[config.mk]
export PLATFORM = sky130hd
export DESIGN_NAME = uart_tx_pipe
export DESIGN_NICKNAME = d
export VERILOG_FILES = /design/src/rtl/uart_tx_pkg.sv /design/src/rtl/tx_fifo.sv /design/src/rtl/tx_baud_gen.sv /design/src/rtl/tx_framer.sv /design/src/rtl/uart_tx_pipe.sv
export SDC_FILE = /design/constraint.sdc
export NUM_CORES = 1
export LEC_CHECK = 0
export CORE_MARGIN = 2
export CORE_UTILIZATION = 61
export DETAILED_ROUTE_END_ITERATION = 8
export DONT_BUFFER_PORTS = 1
export PLACE_DENSITY_LB_ADDON = 0.1
export SYNTH_ARGS = -nofsm -noshare
export SYNTH_HDL_FRONTEND = slang
export SYNTH_HIERARCHICAL = 1
export SYNTH_SLANG_ARGS = --single-unit
[constraint.sdc]
create_clock -name clk -period 5.9 [get_ports clk]
set_input_delay 0.295 -clock clk [delete_from_list [all_inputs] [get_ports clk]]
set_output_delay 0.295 -clock clk [all_outputs]
set_load 0.03 [all_outputs]
[src/rtl/uart_tx_pkg.sv]
// Shared types and frame construction for the buffered serial transmitter.
// Assumes an 8-bit payload, one start bit, even parity and one stop bit.
package uart_tx_pkg;
    localparam int unsigned DATA_BITS  = 8;
    localparam int unsigned FRAME_BITS = DATA_BITS + 3;

    typedef logic [DATA_BITS-1:0]  tx_byte_t;
    typedef logic [FRAME_BITS-1:0] tx_frame_t;

    // Frame image, bit 0 is sent first: start, data LSB first, parity, stop.
    function automatic tx_frame_t build_frame(input tx_byte_t d);
        return {1'b1, ^d, d, 1'b0};
    endfunction
endpackage

[src/rtl/tx_fifo.sv]
// Circular first-in first-out byte buffer.
// A write is accepted only while not full. The reader must pop only while
// not empty. The head entry is presented combinationally.
module tx_fifo #(
    parameter int unsigned DEPTH = 16
) (
    input  logic                  clk,
    input  logic                  rst_n,
    input  logic                  push_req,
    input  uart_tx_pkg::tx_byte_t push_data,
    input  logic                  pop,
    output uart_tx_pkg::tx_byte_t head,
    output logic                  full,
    output logic                  empty
);
    localparam int unsigned AW = (DEPTH > 1) ? $clog2(DEPTH) : 1;
    localparam int unsigned CW = $clog2(DEPTH + 1);

    uart_tx_pkg::tx_byte_t mem [DEPTH];
    logic [AW-1:0] wr_ptr, rd_ptr;
    logic [CW-1:0] count;
    logic          push;

    assign full  = (count == CW'(DEPTH));
    assign empty = (count == '0);
    assign push  = push_req && !full;
    assign head  = mem[rd_ptr];

    // Storage write: no reset needed, validity is tracked by count.
    always_ff @(posedge clk) begin
        if (push) mem[wr_ptr] <= push_data;
    end

    // Pointer and occupancy bookkeeping with wrap at DEPTH.
    always_ff @(posedge clk) begin
        if (!rst_n) begin
            wr_ptr <= '0;
            rd_ptr <= '0;
            count  <= '0;
        end else begin
            if (push) wr_ptr <= (wr_ptr == AW'(DEPTH - 1)) ? '0 : wr_ptr + 1'b1;
            if (pop)  rd_ptr <= (rd_ptr == AW'(DEPTH - 1)) ? '0 : rd_ptr + 1'b1;
            case ({push, pop})
                2'b10:   count <= count + 1'b1;
                2'b01:   count <= count - 1'b1;
                default: count <= count;
            endcase
        end
    end

    assert_no_overflow_R3: assert property (@(posedge clk) disable iff (!rst_n)
        count <= CW'(DEPTH));
    assert_full_write_ignored_R4: assert property (@(posedge clk) disable iff (!rst_n)
        (full && push_req && !pop) |=> (count == $past(count)) && full);
    assert_no_underflow_R2: assert property (@(posedge clk) disable iff (!rst_n)
        pop |-> !empty);
endmodule

[src/rtl/tx_baud_gen.sv]
// Bit-period divider: emits a one-cycle tick every DIV clocks.
// A restart pulse realigns the period to the cycle after the pulse.
// Assumes DIV >= 2.
module tx_baud_gen #(
    parameter int unsigned DIV = 5208
) (
    input  logic clk,
    input  logic rst_n,
    input  logic restart,
    output logic tick
);
    localparam int unsigned CW = $clog2(DIV);

    logic [CW-1:0] cnt;

    assign tick = (cnt == CW'(DIV - 1));

    // Count clocks within the current bit; wrap on tick or restart.
    always_ff @(posedge clk) begin
        if (!rst_n)              cnt <= '0;
        else if (restart || tick) cnt <= '0;
        else                     cnt <= cnt + 1'b1;
    end

    assert_tick_single_R6: assert property (@(posedge clk) disable iff (!rst_n)
        tick |=> !tick);
endmodule

[src/rtl/tx_framer.sv]
// Holding stage and framing shift register.
// The holding stage pulls from the buffer when it is empty. The shift
// register loads from the holding stage when it is free, or on the tick that
// ends a stop bit, which lets frames run back to back. The line is high when
// no frame is active.
module tx_framer (
    input  logic                  clk,
    input  logic                  rst_n,
    input  logic                  fifo_empty,
    input  uart_tx_pkg::tx_byte_t fifo_head,
    input  logic                  tick,
    output logic                  fifo_pop,
    output logic                  baud_restart,
    output logic                  line,
    output logic                  busy,
    output logic                  hold_valid
);
    import uart_tx_pkg::*;
    localparam int unsigned BW = $clog2(FRAME_BITS + 1);

    tx_byte_t      hold_q;
    tx_frame_t     shreg;
    logic [BW-1:0] bits_left;
    logic          last_bit, load;

    assign last_bit     = (bits_left == BW'(1));
    assign load         = hold_valid && (!busy || (tick && last_bit));
    assign fifo_pop     = !hold_valid && !fifo_empty;
    assign baud_restart = load;
    assign line         = busy ? shreg[0] : 1'b1;

    // Holding stage: fill from the buffer when empty, drain into the shifter.
    always_ff @(posedge clk) begin
        if (!rst_n) begin
            hold_valid <= 1'b0;
            hold_q     <= '0;
        end else if (fifo_pop) begin
            hold_valid <= 1'b1;
            hold_q     <= fifo_head;
        end else if (load) begin
            hold_valid <= 1'b0;
        end
    end

    // Framing shifter: load a frame, advance one bit per tick, free after stop.
    always_ff @(posedge clk) begin
        if (!rst_n) begin
            shreg     <= '1;
            bits_left <= '0;
            busy      <= 1'b0;
        end else if (load) begin
            shreg     <= build_frame(hold_q);
            bits_left <= BW'(FRAME_BITS);
            busy      <= 1'b1;
        end else if (busy && tick) begin
            if (last_bit) begin
                busy <= 1'b0;
            end else begin
                shreg     <= {1'b1, shreg[FRAME_BITS-1:1]};
                bits_left <= bits_left - 1'b1;
            end
        end
    end

    assert_start_after_load_R5: assert property (@(posedge clk) disable iff (!rst_n)
        load |=> (line == 1'b0));
    assert_stop_high_R5: assert property (@(posedge clk) disable iff (!rst_n)
        (busy && last_bit) |-> line);
    assert_idle_line_high_R9: assert property (@(posedge clk) disable iff (!rst_n)
        !busy |-> line);
    assert_hold_kept_R2: assert property (@(posedge clk) disable iff (!rst_n)
        (hold_valid && !load) |=> hold_valid && (hold_q == $past(hold_q)));
endmodule

[src/rtl/uart_tx_pipe.sv]
// Buffered serial transmitter top: byte buffer, holding stage, framing
// shifter and bit-period divider.
// Assumes CLK_DIV >= 2 and FIFO_DEPTH >= 2. The reset is synchronous and
// active low.
module uart_tx_pipe #(
    parameter int unsigned CLK_DIV    = 5208,
    parameter int unsigned FIFO_DEPTH = 16
) (
    input  logic       clk,
    input  logic       rst_n,
    input  logic       wr_en,
    input  logic [7:0] wr_data,
    output logic       tx_line,
    output logic       fifo_full,
    output logic       tx_idle
);
    import uart_tx_pkg::*;

    tx_byte_t head;
    logic     empty, pop, tick, restart, busy, hold_valid;

    tx_fifo #(.DEPTH(FIFO_DEPTH)) u_fifo (
        .clk(clk), .rst_n(rst_n), .push_req(wr_en), .push_data(wr_data),
        .pop(pop), .head(head), .full(fifo_full), .empty(empty)
    );

    tx_baud_gen #(.DIV(CLK_DIV)) u_baud (
        .clk(clk), .rst_n(rst_n), .restart(restart), .tick(tick)
    );

    tx_framer u_framer (
        .clk(clk), .rst_n(rst_n), .fifo_empty(empty), .fifo_head(head),
        .tick(tick), .fifo_pop(pop), .baud_restart(restart), .line(tx_line),
        .busy(busy), .hold_valid(hold_valid)
    );

    assign tx_idle = empty && !hold_valid && !busy;

    assert_idle_quiet_R9: assert property (@(posedge clk) disable iff (!rst_n)
        tx_idle |-> tx_line);
    assert_full_not_idle_R3: assert property (@(posedge clk) disable iff (!rst_n)
        fifo_full |-> !tx_idle);
endmodule

# --- Word-level counts from Yosys, hierarchy flattened ---
# Memory sizes are Yosys's and may differ from the RTL's. A register that Yosys moved wholly into a read port is not among the register bits.
# Cells that the tools add are included.
totals:
  ram_bits: 128
  regBits: 42
  n_memories: 1
  output_inout_bits: 3
  wordCells: 68
  in_bits: 11
op_classes:
  reduce_logical: 25
  mux: 17
  eq_ne: 8
  bitwise_logic: 2
  n_addsub: 6
mem_list:
  columns: ["memory", "words", "width", "read_ports", "rd_clocked_by_memory_dff", "wr", "line_no", "text"]
  rows:
  - ["u_fifo.mem", 16, 8, 1, 1, 1, "tx_fifo.sv:19", "uart_tx_pkg::tx_byte_t mem [DEPTH];"]
ops:
  columns: ["op", "n"]
  rows:
  - ["2-to-1 mux 10 bit", 3]
  - ["2-to-1 mux 4 bit", 5]
  - ["adder 13 x 1 -> 13 bit (second input constant)", 1]
  - ["== test 13 bit (second input constant)", 1]
  - ["case mux 5 bit (2 select lines)", 1]
  - ["adder 4 x 1 -> 4 bit (second input constant)", 2]
  - ["== test 4 bit (second input constant)", 2]
  - ["2-to-1 mux 1 bit", 8]
  - ["nonzero test 2 bit", 4]
  - ["XOR reduction 8 bit", 1]
  - ["logical AND 1 bit", 7]
  - ["AND reduction 2 bit", 3]
  - ["adder 5 x 1 -> 5 bit (second input constant)", 1]
  - ["== test 5 bit (second input constant)", 1]
  - ["logical NOT 1 bit", 5]
  - ["logical NOT 5 bit", 1]
  - ["subtractor 5 x 1 -> 5 bit (second input constant)", 1]
  - ["== test 4 x 1 -> 1 bit (second input constant)", 1]
  - ["OR reduction 2 bit", 2]
  - ["subtractor 4 x 1 -> 4 bit (second input constant)", 1]
  - ["== test 2 x 1 -> 1 bit (second input constant)", 1]
  - ["== test 2 bit (second input constant)", 1]
  - ["logical OR 1 bit", 2]
  - ["inequality test 2 bit (second input constant)", 1]
  - ["NOT 1 bit", 2]

# --- Longest topological paths before layout ---
# Gate-level depths: netlist (run 1).
logic_depth:
  word_depth: 6
  ltp_mapped: 12
  ltp_nobuf: 10

# --- Modules after synthesis ---
# The synthesis (run 1) kept the hierarchy.
modules_own_cells:
  columns: ["mod", "area_per_inst_um2", "cells_each", "n_inst", "seq_area_each_um2"]
  rows:
  - ["tx_fifo", 5801.8, 323, 1, 4184.0]
  - ["tx_framer", 1186.1, 131, 1, 480.5]
  - ["tx_baud_gen", 724.4, 73, 1, 260.2]
  - ["uart_tx_pipe", 12.5, 1, 1, 0.0]

# --- Worst setup path after synthesis (run 1) ---
# OpenSTA, ideal clock, no wires.
synth_timing:
  path_type: "register -> register"
  from: "register u_fifo.count[0]"
  to: "register u_fifo.count[4]"
  stages_incl_launch_ff: 13
  setup_time_ns: 0.065
  required_time_ns: 5.835
  t_arrival_ns: 2.961
  path_slack_ns: 2.874
  path_buffers: 2
  synth_period_minus_slack_ns: 3.026
  cell_sequence: "dfxtp_1 or4_4 nor2_1 clkbuf_1 nor2_2 ha_1 clkbuf_1 xor2_1 ha_1 o21ai_0 or3_1 a2111oi_0 nand4b_1"
synth_via:
  elab_chain_len: 5
  elab_cells_between_ends: 12
  cone_classes: "add/sub: 2; eq/ne: 3; mux: 1; reduce/logical: 6"
synth_lines:
  columns: ["item", "line_no", "text"]
  rows:
  - ["start, declared", "tx_fifo.sv:21", "logic [CW-1:0] count;"]
  - ["start signal, assigned", "tx_fifo.sv:44", "2'b10: count <= count + 1'b1;"]
  - ["start signal, assigned", "tx_fifo.sv:45", "2'b01: count <= count - 1'b1;"]
  - ["start signal, assigned", "tx_fifo.sv:46", "default: count <= count;"]
  - ["logical NOT 5 bit (*)", "tx_fifo.sv:25", "assign empty = (count == '0);"]
  - ["via empty", "uart_tx_pipe.sv:20", "logic empty, pop, tick, restart, busy, hold_valid;"]
  - ["logical NOT 1 bit (*)", "tx_framer.sv:28", "assign fifo_pop = !hold_valid && !fifo_empty;"]
  - ["logical AND 1 bit (*)", "tx_framer.sv:28", null]
  - ["via pop", "uart_tx_pipe.sv:20", null]
  - ["== test 2 x 1 -> 1 bit / == test 2 bit (equally long branches)", "tx_fifo.sv:43", "case ({push, pop})"]
  - ["case mux 5 bit (2 select lines) / nonzero test 2 bit (equally long branches)", null, null]
# The timed path passes the listed nets; every way through them passes the cells marked *.
# A chain may end at the register's enable or synchronous reset.

# --- Worst setup path after layout (run 1) ---
layout_timing:
  from: "register u_fifo.count[1]"
  to: "register u_fifo.count[4]"
# Same word-level chain as after synthesis.

==> results of run 1 <==
path summary, 6_finish.rpt:
check | endpoint | slack (ns) | cells past startpoint
max | u_fifo/count[4]$_SDFFE_PN0P_ | 2.25 | 9
min | u_framer/hold_valid$_SDFFE_PN0P_ | 0.03 | 2
max reg2reg | u_fifo/count[4]$_SDFFE_PN0P_ | 2.25 | 9
min reg2reg | u_baud/cnt[0]$_SDFF_PP0_ | 0.49 | 1
kinds of logic (layout without fill, tap and decap cells):
family,Yosys count,in the layout,synth area share
flops,182,182,0.6375
simple gates,149,149,0.1100
compound gates,93,93,0.09119
buf+inv,40,60,0.02446
mux,37,37,0.1004
xor+xnor,15,15,0.01701
fa+ha+maj,12,12,0.01944
flip-flops by register name (all words and copies together) (netlist names), named ones only:
name                 flops
u_baud/cnt              13
u_fifo/count             5
u_fifo/mem             128
u_fifo/rd_ptr            4
u_fifo/wr_ptr            4
u_framer/bits_left       4
u_framer/busy            1
u_framer/hold_q          8
u_framer/hold_valid      1
u_framer/shreg          10
worst reg2reg max path, cell delays in order, from the launching register on:
cell,delay [ns]
dfxtp_1,0.37
or4_4,0.57
nor2_1,0.56
nor2_2,0.27
ha_1,0.40
ha_1,0.38
o21ai_0,0.09
or3_1,0.37
a2111oi_0,0.42
nand4b_1,0.17
placed cells by master, fill, tap and decap left out, types with 3 or more instances in the layout:
| cell | Yosys | final |
|---|---|---|
| edfxtp_1 | 128 | 128 |
| a21oi_1 | 15 | 15 |
| ha_1 | 12 | 12 |
| nand2b_1 | 9 | 9 |
| nor2b_1 | 3 | 3 |
| nor2_1 | 36 | 36 |
| nor3_2 | 5 | 5 |
| a221oi_1 | 3 | 3 |
| nor3_1 | 8 | 8 |
| inv_6 | 0 | 5 |
| a22oi_1 | 16 | 16 |
| xor2_1 | 5 | 5 |
| a211oi_2 | 7 | 7 |
| and2_1 | 8 | 8 |
| nand4b_1 | 3 | 3 |
| dfxtp_1 | 54 | 53 |
| buf_4 | 0 | 6 |
| mux4_2 | 32 | 32 |
| nand4_1 | 4 | 4 |
| a31oi_1 | 6 | 6 |
| or3_1 | 6 | 6 |
| o21ai_1 | 11 | 11 |
| and3_1 | 3 | 3 |
| xnor2_1 | 10 | 10 |
| nand3_1 | 10 | 10 |
| a221oi_2 | 5 | 5 |
| clkbuf_16 | 0 | 17 |
| dlygate4sd3_1 | 0 | 9 |
| mux2i_1 | 4 | 4 |
| nor4_1 | 6 | 6 |
| o21ai_0 | 13 | 13 |
| inv_1 | 12 | 12 |
| nand2_1 | 28 | 28 |
power groups by stage:
stage	combinational [uW]	clock, uW	sequential [uW]
5_1_grt	898	1140	1550
3_3_place_gp	779	0	1560
3_5_place_dp	796	0	1570
2_1_floorplan	668	0	1540
4_1_cts	819	1080	1540
6_report	812	1060	1540
layout make-up:
cell class | count | area [um2] | area share
Multi-Input combinational cell | 306 | 2611 | 0.3076
Clock inverter | 13 | 120.1 | 0.01415
Inverter | 13 | 48.80 | 0.005748
Tap cell | 172 | 215.2 | 0.02535
Sequential cell | 182 | 4926 | 0.5803
Timing Repair Buffer | 15 | 135.1 | 0.01592
Clock buffer | 19 | 432.9 | 0.05099
per-stage QoR:
stage	instances	util	hold slack (ns)	setup slack [ns]	area, um2
after floorplan	528	-	0.3939	2.874	7725
after global placement	679	0.6294	0.3774	2.592	7846
after detailed placement	679	0.6294	0.3821	2.323	7846
after CTS	720	0.6810	0.002121	2.303	8489
after global routing	720	0.6810	0.02384	2.014	8489
final	720	0.6810	0.02579	2.249	8489
metal layers:
| layer | part of all wire | global-route usage |
|---|---|---|
| met5 | 0 | 0 |
| met4 | 0.011 | 0.07529 |
| met3 | 0.055 | 0.06175 |
| met2 | 0.52 | 0.3895 |
| met1 | 0.41 | 0.3047 |
==> impl_metrics.env, run 1 <==
export IMPL_status="finished, final reports clean"
export IMPL_cp_num_buf_inv=0
export IMPL_clock_root_buffer="clkbuf_16"
export IMPL_clock_path_buffers=2
export IMPL_setup_violations=0
export IMPL_yosysMostFrequentCell="edfxtp_1"
export IMPL_io_buffers=0
export IMPL_clkTransAtPathRegs_ns=0.07
export IMPL_post_layout_total_power_uw=3414
export IMPL_ioPinCount=14
export IMPL_die_w_um=116.5
export IMPL_wl_per_cell_um=20.05
export IMPL_grt_pass1_vias=4222
export IMPL_yosysTopAreaCellShare=0.4976
export IMPL_row_count=41
export IMPL_max_freq_ghz=0.2739
export IMPL_vias=4390
export IMPL_critPathTopFamily="simple AND/OR/NAND/NOR gates"
export IMPL_synth_cells=528
export IMPL_hold_buffers=9
export IMPL_grt_total_usage=0.2341
export IMPL_cts_sinks=182
export IMPL_synth_ff_type="edfxtp_1"
export IMPL_insertion_delay_ns=0.43
export IMPL_clockPowerShare=0.310
export IMPL_yosysTopAreaCell="edfxtp_1"
export IMPL_drt_first_iter_violations=419
export IMPL_ant_nets=0
export IMPL_dieArea_mm2=0.01358
export IMPL_n_antenna_cell=0
export IMPL_cp_required_ns=6.27
export IMPL_ys_async_sr_fraction=0
export IMPL_p_int_uw=2402
export IMPL_maxSlewHeadroom=0.3212
export IMPL_cp_max_fo=15
export IMPL_setup_worst_path_class="reg2reg"
export IMPL_cp_startpoint="u_fifo/count[1]$_SDFFE_PN0P_"
export IMPL_syn_avg_cell_area_um2=14.63
export IMPL_drive_above_1_share=0.1788
export IMPL_synthToLayoutAreaGrowth_pct=9.896
export IMPL_seq_area_frac_synth=0.6375
export IMPL_yosysWarnings=6
export IMPL_p_per_area_mw_per_mm2=402.1
export IMPL_p_seq_frac=0.452
export IMPL_cts_buffers=17
export IMPL_worstPathCellList="or4_4 > nor2_1 > nor2_2 > ha_1 > ha_1 > o21ai_0 > or3_1 > a2111oi_0 > nand4b_1"
export IMPL_drv_cap=0
export IMPL_vias_per_cell=6.097
export IMPL_grt_max_degree=33
export IMPL_syn_nets=551
export IMPL_synth_area_mm2=0.007725
export IMPL_startpoint_type="register"
export IMPL_arrival_ns=4.02
export IMPL_drc_errors=0
export IMPL_r2r_start="u_fifo/count[1]$_SDFFE_PN0P_"
export IMPL_rsz0062_at_grt="false"
export IMPL_yosysUniqueCellTypes=65
export IMPL_hp_class="in2reg"
export IMPL_postCtsSetupRepairBufs=0
export IMPL_chipHeight_um=116.5
export IMPL_tightest_slew_ns=1.011
export IMPL_fillers=856
export IMPL_grt_pass1_wl_mm=23.08
export IMPL_ctsResizeCount=0
export IMPL_hold_viol=0
export IMPL_timing_critical_path_mode_cell="ha_1"
export IMPL_cts_htree_levels=4
export IMPL_antenna_found_initial=0
export IMPL_slew_viol_final=0
export IMPL_hold_start="rst_n"
export IMPL_hpwl_mm=9.094
export IMPL_firstDrtPassIters=5
export IMPL_max_vdd_ir_drop_mv=0.2408
export IMPL_overflow=0
export IMPL_cts_tree="built"
export IMPL_gp_congestion=0.8180
export IMPL_synth_edf_count=128
export IMPL_power_share_combinational=0.238
export IMPL_sw_frac_of_total=0.2965
export IMPL_power_leakage_uw=0.002746
export IMPL_fin_tns_setup_ns=0
export IMPL_slowest_stage="or4_4"
export IMPL_wl_mm=14.44
export IMPL_core_area_mm2=0.01247
export IMPL_period_share=0.6189
export IMPL_ys_seq_elements=182
export IMPL_skew_ns=0.005462
export IMPL_start_util=0.6197
export IMPL_synth_area_top_cells="edfxtp_1 (50%), dfxtp_1 (14%), mux4_2 (9.3%)"
export IMPL_yosys_top_cells_count="edfxtp_1 (128), dfxtp_1 (54), nor2_1 (36)"
export IMPL_num_nets_final=558
export IMPL_end_kind="register"
export IMPL_fin_crit_ns=3.651
export IMPL_power_switching_uw=1012
export IMPL_max_stage_delay_ns=0.57
Power figures use the tool's default switching activity.
==> run 2, diff against run 1 <==
ABC_AREA = 1   (was not set)
clock period = 3.7 ns   (was 5.9 ns; I/O delays follow)
==> run 2 against run 1 <==
  * Maximum frequency rose by 50%
  * Sequential share of layout area decreased by 2.6 points
  * Clock skew increased by 0.0019 ns
  * Final area up 4.7%
  * Critical path depth grew 6
  * Global-route usage grew 0.47 points
  * Via count is 27% higher
  * Hold slack got worse by 0.011 ns
==> impl_metrics.env, run 2 <==
export IMPL_cp_max_fo=9
export IMPL_io_buffers=0
export IMPL_seq_area_frac_synth=0.6041
export IMPL_drive_above_1_share=0.09558
export IMPL_fin_tns_setup_ns=0
export IMPL_ant_nets=0
export IMPL_largest_register_ffs=128
export IMPL_seqCellArea_mm2=0.004930
export IMPL_r2r_start="u_fifo/count[0]$_SDFFE_PN0P_"
export IMPL_mostFrequentLayoutCell="nand2_1"
export IMPL_yosysTopAreaCellShare=0.4715
export IMPL_n_antenna_cell=0
export IMPL_p_seq_frac=0.435
export IMPL_worstPathCellList="nor2_1 > nand3_1 > nor2_1 > nor2_1 > ha_1 > nor2_1 > nor2_1 > ha_1 > inv_1 > nand2_1 > nand3_1 > nand3_1 > nand2_1 > nor2_1 > nor2_1"
export IMPL_clock_root_buffer="clkbuf_16"
export IMPL_syn_nets=846
export IMPL_grt_pass1_vias=5379
export IMPL_critPathTopFamily="simple AND/OR/NAND/NOR gates"
export IMPL_clkTransAtPathRegs_ns=0.06
export IMPL_cts_buffers=17
export IMPL_cts_htree_levels=4
export IMPL_insertion_delay_ns=0.42
export IMPL_ys_async_sr_fraction=0
export IMPL_end_kind="register"
export IMPL_yosysUniqueCellTypes=37
export IMPL_synth_area_top_cells="edfxtp_1 (47%), dfxtp_1 (13%), nand2_1 (7.4%)"
export IMPL_p_per_area_mw_per_mm2=682.9
export IMPL_timing_critical_path_mode_cell="nor2_1"
export IMPL_largest_register="u_fifo/mem"
export IMPL_fin_area_mm2=0.008891
export IMPL_hold_depth=4
export IMPL_slew_viol_final=0
export IMPL_place_area_mm2=0.008215
export IMPL_arrival_ns=2.75
export IMPL_max_vdd_ir_drop_mv=0.4608
export IMPL_num_nets_final=848
export IMPL_cts_tree="built"
export IMPL_grt_max_degree=86
export IMPL_ctsResizeCount=0
export IMPL_status="finished, final reports clean"
export IMPL_vias=5581
export IMPL_die_w_um=119.6
export IMPL_sw_frac_of_total=0.3397
export IMPL_yosys_top_cells_count="nand2_1 (160), edfxtp_1 (128), inv_1 (115)"
export IMPL_row_count=42
export IMPL_cp_num_buf_inv=1
export IMPL_r2r_end="u_fifo/count[4]$_SDFFE_PN0P_"
export IMPL_start_util=0.6205
export IMPL_grt_total_usage=0.2387
export IMPL_firstDrtPassIters=6
export IMPL_whs_ns=0.01473
export IMPL_yosysMostFrequentCell="nand2_1"
export IMPL_synthToLayoutAreaGrowth_pct=9.071
export IMPL_startpoint_type="register"
export IMPL_period_share=0.6595
export IMPL_power_leakage_uw=0.003377
export IMPL_gp_congestion=0.8844
export IMPL_yosysTopAreaCell="edfxtp_1"
export IMPL_drt_first_iter_violations=514
export IMPL_cp_required_ns=4.01
export IMPL_hold_viol=0
export IMPL_slowest_stage="dfxtp_1"
export IMPL_hold_path_endpoint="u_baud/cnt[10]$_SDFF_PP0_"
export IMPL_hold_start="rst_n"
export IMPL_dieArea_mm2=0.01430
export IMPL_multi_input_area_mm2=0.002576
export IMPL_final_cell_mix="nand2_1 (160), edfxtp_1 (128), inv_1 (115)"
export IMPL_rsz0062_at_grt="false"
export IMPL_antenna_found_initial=0
export IMPL_drc_errors=0
export IMPL_synth_cells=823
export IMPL_tightest_slew_ns=1.054
export IMPL_cts_sinks=182
export IMPL_power_share_combinational=0.274
export IMPL_synth_edf_count=128
export IMPL_maxSlewHeadroom=0.2948
export IMPL_clock_path_buffers=2
export IMPL_fin_crit_ns=2.440
export IMPL_synth_area_mm2=0.008152
export IMPL_fillers=978
export IMPL_max_freq_ghz=0.4098
export IMPL_synth_ff_type="edfxtp_1"
export IMPL_setup_worst_path_class="reg2reg"
export IMPL_rr_worst_depth=15
export IMPL_skew_ns=0.007351
export IMPL_wl_mm=15.93
export IMPL_syn_avg_cell_area_um2=9.905
export IMPL_power_switching_uw=2063
export IMPL_largestRegisters="u_fifo/mem: 128 flops, u_baud/cnt: 13 flops, u_framer/shreg: 10 flops"
export IMPL_p_int_uw=4009
export IMPL_overflow=0
export IMPL_grt_pass1_wl_mm=26.19
export IMPL_vias_per_cell=5.509
export IMPL_max_stage_delay_ns=0.40
export IMPL_drv_cap=0
export IMPL_ff2ff_setup_slack_ns=1.26
export IMPL_ioPinCount=14
export IMPL_wl_per_cell_um=15.72
export IMPL_ys_seq_elements=182
export IMPL_core_area_mm2=0.01314
export IMPL_hpwl_mm=9.968
export IMPL_hp_class="in2reg"
export IMPL_chipHeight_um=119.6
export IMPL_setup_violations=0
export IMPL_yosysWarnings=6
export IMPL_clockPowerShare=0.292
export IMPL_utilization=0.6768
-- run 2: cell count changes after synthesis, moves of 9 or more --
cell	before	now
mux4_2	32	0
inv_1	12	115
o21ai_1	11	2
nand2b_1	9	0
nand2_1	28	160
a22oi_1	16	0
o211ai_1	1	22
o211ai_2	1	10
nand3_1	10	73
a21oi_1	15	66
o21ai_0	13	48
nor2_2	1	11
-- run 2: stage by stage --
stage                     setup slack, ns  total power [uW]  instances
final                               1.260              6072       1013
after global routing               0.9790              6435       1013
after CTS                           1.278              6084       1013
after detailed placement            1.301              4290        973
after global placement              1.462              4229        973
after floorplan                     1.637              4014        823
-- run 2: worst min-delay path, delay by kind of cell --
family / cells / cell delay (ns)
simple gates: 3 / 0.18
buf+inv: 1 / 0.03
-- run 2: worst max path at each step --
| stage | slack, ns | depth (start not counted) | from | end |
|---|---|---|---|---|
| final | 1.26 | 15 | u_fifo/count[0]$_SDFFE_PN0P_ | u_fifo/count[4]$_SDFFE_PN0P_ |
| after global routing | 0.98 | 15 | u_fifo/count[0]$_SDFFE_PN0P_ | u_fifo/count[4]$_SDFFE_PN0P_ |
| after CTS | 1.28 | 15 | u_fifo/count[0]$_SDFFE_PN0P_ | u_fifo/count[4]$_SDFFE_PN0P_ |
| after detailed placement | 1.30 | 15 | u_fifo/count[0]$_SDFFE_PN0P_ | u_fifo/count[4]$_SDFFE_PN0P_ |
| after global placement | 1.46 | 15 | u_fifo/count[0]$_SDFFE_PN0P_ | u_fifo/count[4]$_SDFFE_PN0P_ |
| after floorplan | 1.64 | 14 | u_fifo/count[0]$_SDFFE_PN0P_ | u_fifo/count[2]$_SDFFE_PN0P_ |
-- run 2: cell families after synthesis --
group | after synthesis | share of synthesized area
DFF | 182 | 0.6041
and+or+nand+nor | 308 | 0.1655
AOI/OAI and AO/OA | 162 | 0.1214
adders and majority gates | 12 | 0.01842
xor gates and xnor gates | 10 | 0.01075
buffers and inverters | 149 | 0.07981
-- run 2: what timing repair did --
action | CTS | global route
hold buffers | 9 | 0
endpoints found under the setup margin | 0 | 0
buffers inserted | 0 | 0
hold endpoints to repair | 150 | 0
-- run 2: final cells by class --
cell class | count | area share
clock buffers | 18 | 0.04827
flip-flops and latches | 182 | 0.5545
well taps | 176 | 0.02477
multi-input cells | 492 | 0.2898
inverters | 119 | 0.05024
repair buffers | 13 | 0.01492
clock inverters | 13 | 0.01759
-- run 2: metal layers --
| layer | up-vias | track usage | wire (um) |
|---|---|---|---|
| li1 | 2779 | - | - |
| met1 | 2624 | 0.3177 | 7146 |
| met2 | 144 | 0.3800 | 7425 |
| met3 | 34 | 0.04658 | 900 |
| met4 | 0 | 0.1140 | 454 |
| met5 | - | 0 | 0 |
-- run 2: power groups by stage --
stage	Sequential, uW	Clock, uW	Combinational [uW]
3_3_place_gp	2670	0	1560
6_report	2640	1770	1660
5_1_grt	2680	1870	1890
4_1_cts	2640	1790	1650
3_5_place_dp	2680	0	1610
2_1_floorplan	2510	0	1500
==> run 3, diff against run 2 <==
clock period = 2.4 ns   (was 3.7 ns; I/O delays follow)
==> run 3 against run 2 <==
  * Combinational power rose by 69%
  * Wire length increased by 2.8%
  * Non-clock buffer count up 22
  * Hold slack better by 0.45 ns
  * Global-route usage grew 0.55 points
  * Sequential power rose by 50%
  * Flip-flop and latch count stayed put
  * Critical path type unchanged
  * Largest cell class unchanged
  * Largest power group unchanged
==> impl_metrics.env, run 3 (synthesized netlist as in run 2, its figures left out) <==
export IMPL_clock_root_buffer="clkbuf_16"
export IMPL_max_vdd_ir_drop_mv=0.5935
export IMPL_tightest_slew_ns=0.7936
export IMPL_hpwl_mm=10.58
export IMPL_gp_congestion=0.8315
export IMPL_power_leakage_uw=0.003490
export IMPL_drv_cap=0
export IMPL_cp_required_ns=2.72
export IMPL_final_cell_mix="nand2_1 (160), edfxtp_1 (128), inv_1 (115)"
export IMPL_io_buffers=0
export IMPL_whs_ns=0.4614
export IMPL_wl_mm=16.38
export IMPL_max_stage_delay_ns=0.35
export IMPL_drt_first_iter_violations=631
export IMPL_overflow=0
export IMPL_vias=5671
export IMPL_synthToLayoutAreaGrowth_pct=11.17
export IMPL_timing_critical_path_mode_cell="nor2_1"
export IMPL_fin_tns_setup_ns=0
export IMPL_wl_met3_um=918
export IMPL_antenna_found_initial=0
export IMPL_largest_register="u_fifo/mem"
export IMPL_setup_worst_path_class="reg2reg"
export IMPL_grt_max_degree=65
export IMPL_max_freq_ghz=0.4718
export IMPL_chipHeight_um=119.6
export IMPL_dieArea_mm2=0.01430
export IMPL_hold_viol=0
export IMPL_cp_max_fo=6
export IMPL_m1WireLength_mm=7.130
export IMPL_insertion_delay_ns=0.43
export IMPL_start_util=0.6205
export IMPL_slowest_stage="dfxtp_1"
export IMPL_grt_total_usage=0.2442
export IMPL_arrival_ns=2.44
export IMPL_p_per_area_mw_per_mm2=1042
export IMPL_largestRegisters="u_fifo/mem: 128 flops, u_baud/cnt: 13 flops, u_framer/shreg: 10 flops"
export IMPL_critPathTopFamily="simple AND/OR/NAND/NOR gates"
export IMPL_skew_ns=0.008049
export IMPL_cts_sinks=182
export IMPL_drc_errors=0
export IMPL_clkTransAtPathRegs_ns=0.07
export IMPL_n_antenna_cell=0
export IMPL_maxSlewHeadroom=0.4692
export IMPL_grt_pass1_vias=5532
export IMPL_mostFrequentLayoutCell="nand2_1"
export IMPL_rsz0062_at_grt="false"
export IMPL_fin_crit_ns=2.120
export IMPL_drive_above_1_share=0.1267
export IMPL_firstDrtPassIters=5
export IMPL_hp_class="reg2reg"
export IMPL_ioPinCount=14
export IMPL_ant_nets=0
export IMPL_startpoint_type="register"
export IMPL_period_share=0.8832
export IMPL_num_nets_final=870
export IMPL_core_area_mm2=0.01314
export IMPL_cp_num_buf_inv=2
export IMPL_topRoutingLayerUsed="met4"
export IMPL_grt_pass1_wl_mm=26.74
export IMPL_slew_viol_final=0
export IMPL_die_w_um=119.6
export IMPL_postCtsSetupRepairBufs=0
export IMPL_cts_htree_levels=4
export IMPL_worstPathCellList="nor2_2 > nand3_1 > nor2_2 > nor2_1 > ha_2 > nand2_1 > inv_1 > nor2_1 > ha_1 > inv_1 > nand2_1 > nand3_1 > nand3_1 > nand2_1 > nor2_1 > nor2_1"
export IMPL_wl_per_cell_um=15.81
export IMPL_status="finished, final reports clean"
export IMPL_cts_tree="built"
export IMPL_largest_register_ffs=128
export IMPL_setup_violations=0
export IMPL_clock_path_buffers=2
export IMPL_end_kind="register"
export IMPL_vias_per_cell=5.474
export IMPL_cts_buffers=17
export IMPL_row_count=42
export IMPL_wl_met2_mm=8.050
[run 3: repair_timing]
item,CTS,global route
endpoints found under the hold margin,164,0
setup endpoints to repair,0,2
gates resized for setup,0,3
hold buffers,10,0
[run 3: final cells by class]
class / instances / area, um2
Fill cell: 993 / 4075
Clock inverter: 14 / 140.1
Sequential cell: 182 / 4930
Timing Repair Buffer: 35 / 312.8
Clock buffer: 18 / 429.2
Tap cell: 176 / 220.2
Inverter: 119 / 446.7
Multi-Input combinational cell: 492 / 2584
[run 3: path summary, 6_finish.rpt]
path | from | end | slack, ns | cells after the start
max | u_fifo/count[0]$_SDFFE_PN0P_ | u_fifo/count[4]$_SDFFE_PN0P_ | 0.28 | 16
min | u_framer/shreg[0]$_SDFFE_PN1P_ | u_framer/shreg[0]$_SDFFE_PN1P_ | 0.46 | 2
max reg2reg | u_fifo/count[0]$_SDFFE_PN0P_ | u_fifo/count[4]$_SDFFE_PN0P_ | 0.28 | 16
min reg2reg | u_framer/shreg[0]$_SDFFE_PN1P_ | u_framer/shreg[0]$_SDFFE_PN1P_ | 0.46 | 2
[run 3: worst register-to-register path, stage by stage, from the launching register on]
cell and delay, ns:
dfxtp_1 0.35, nor2_2 0.17, nand3_1 0.10, nor2_2 0.13, nor2_1 0.07, ha_2 0.24, nand2_1 0.09, inv_1 0.05
nor2_1 0.14, ha_1 0.18, inv_1 0.05, nand2_1 0.09, nand3_1 0.11, nand3_1 0.08, nand2_1 0.05, nor2_1 0.09
nor2_1 0.04
[run 3: metrics by stage]
step                cells  utilization  cell area, um2  power (uW)  setup slack, ns
floorplan             823            -            8152        6188           0.3366
global placement      994       0.6383            8386        6643           0.2922
detailed placement    994       0.6383            8386        6740           0.1972
CTS                  1036       0.6892            9055        9454           0.1798
global route         1036       0.6898            9062       10040          0.07743
finish               1036       0.6898            9062        9447           0.2804
[run 3: layer usage]
metal  vias up  global-route usage
li1       2818                   -
met3        20             0.04895
met1      2675              0.3218
met5         -                   0
met2       158              0.4050
met4         0             0.08824
[run 3: power by group]
part,switching [uW],internal [uW]
logic,1820,992
registers,290,3660
clock network,1230,1460
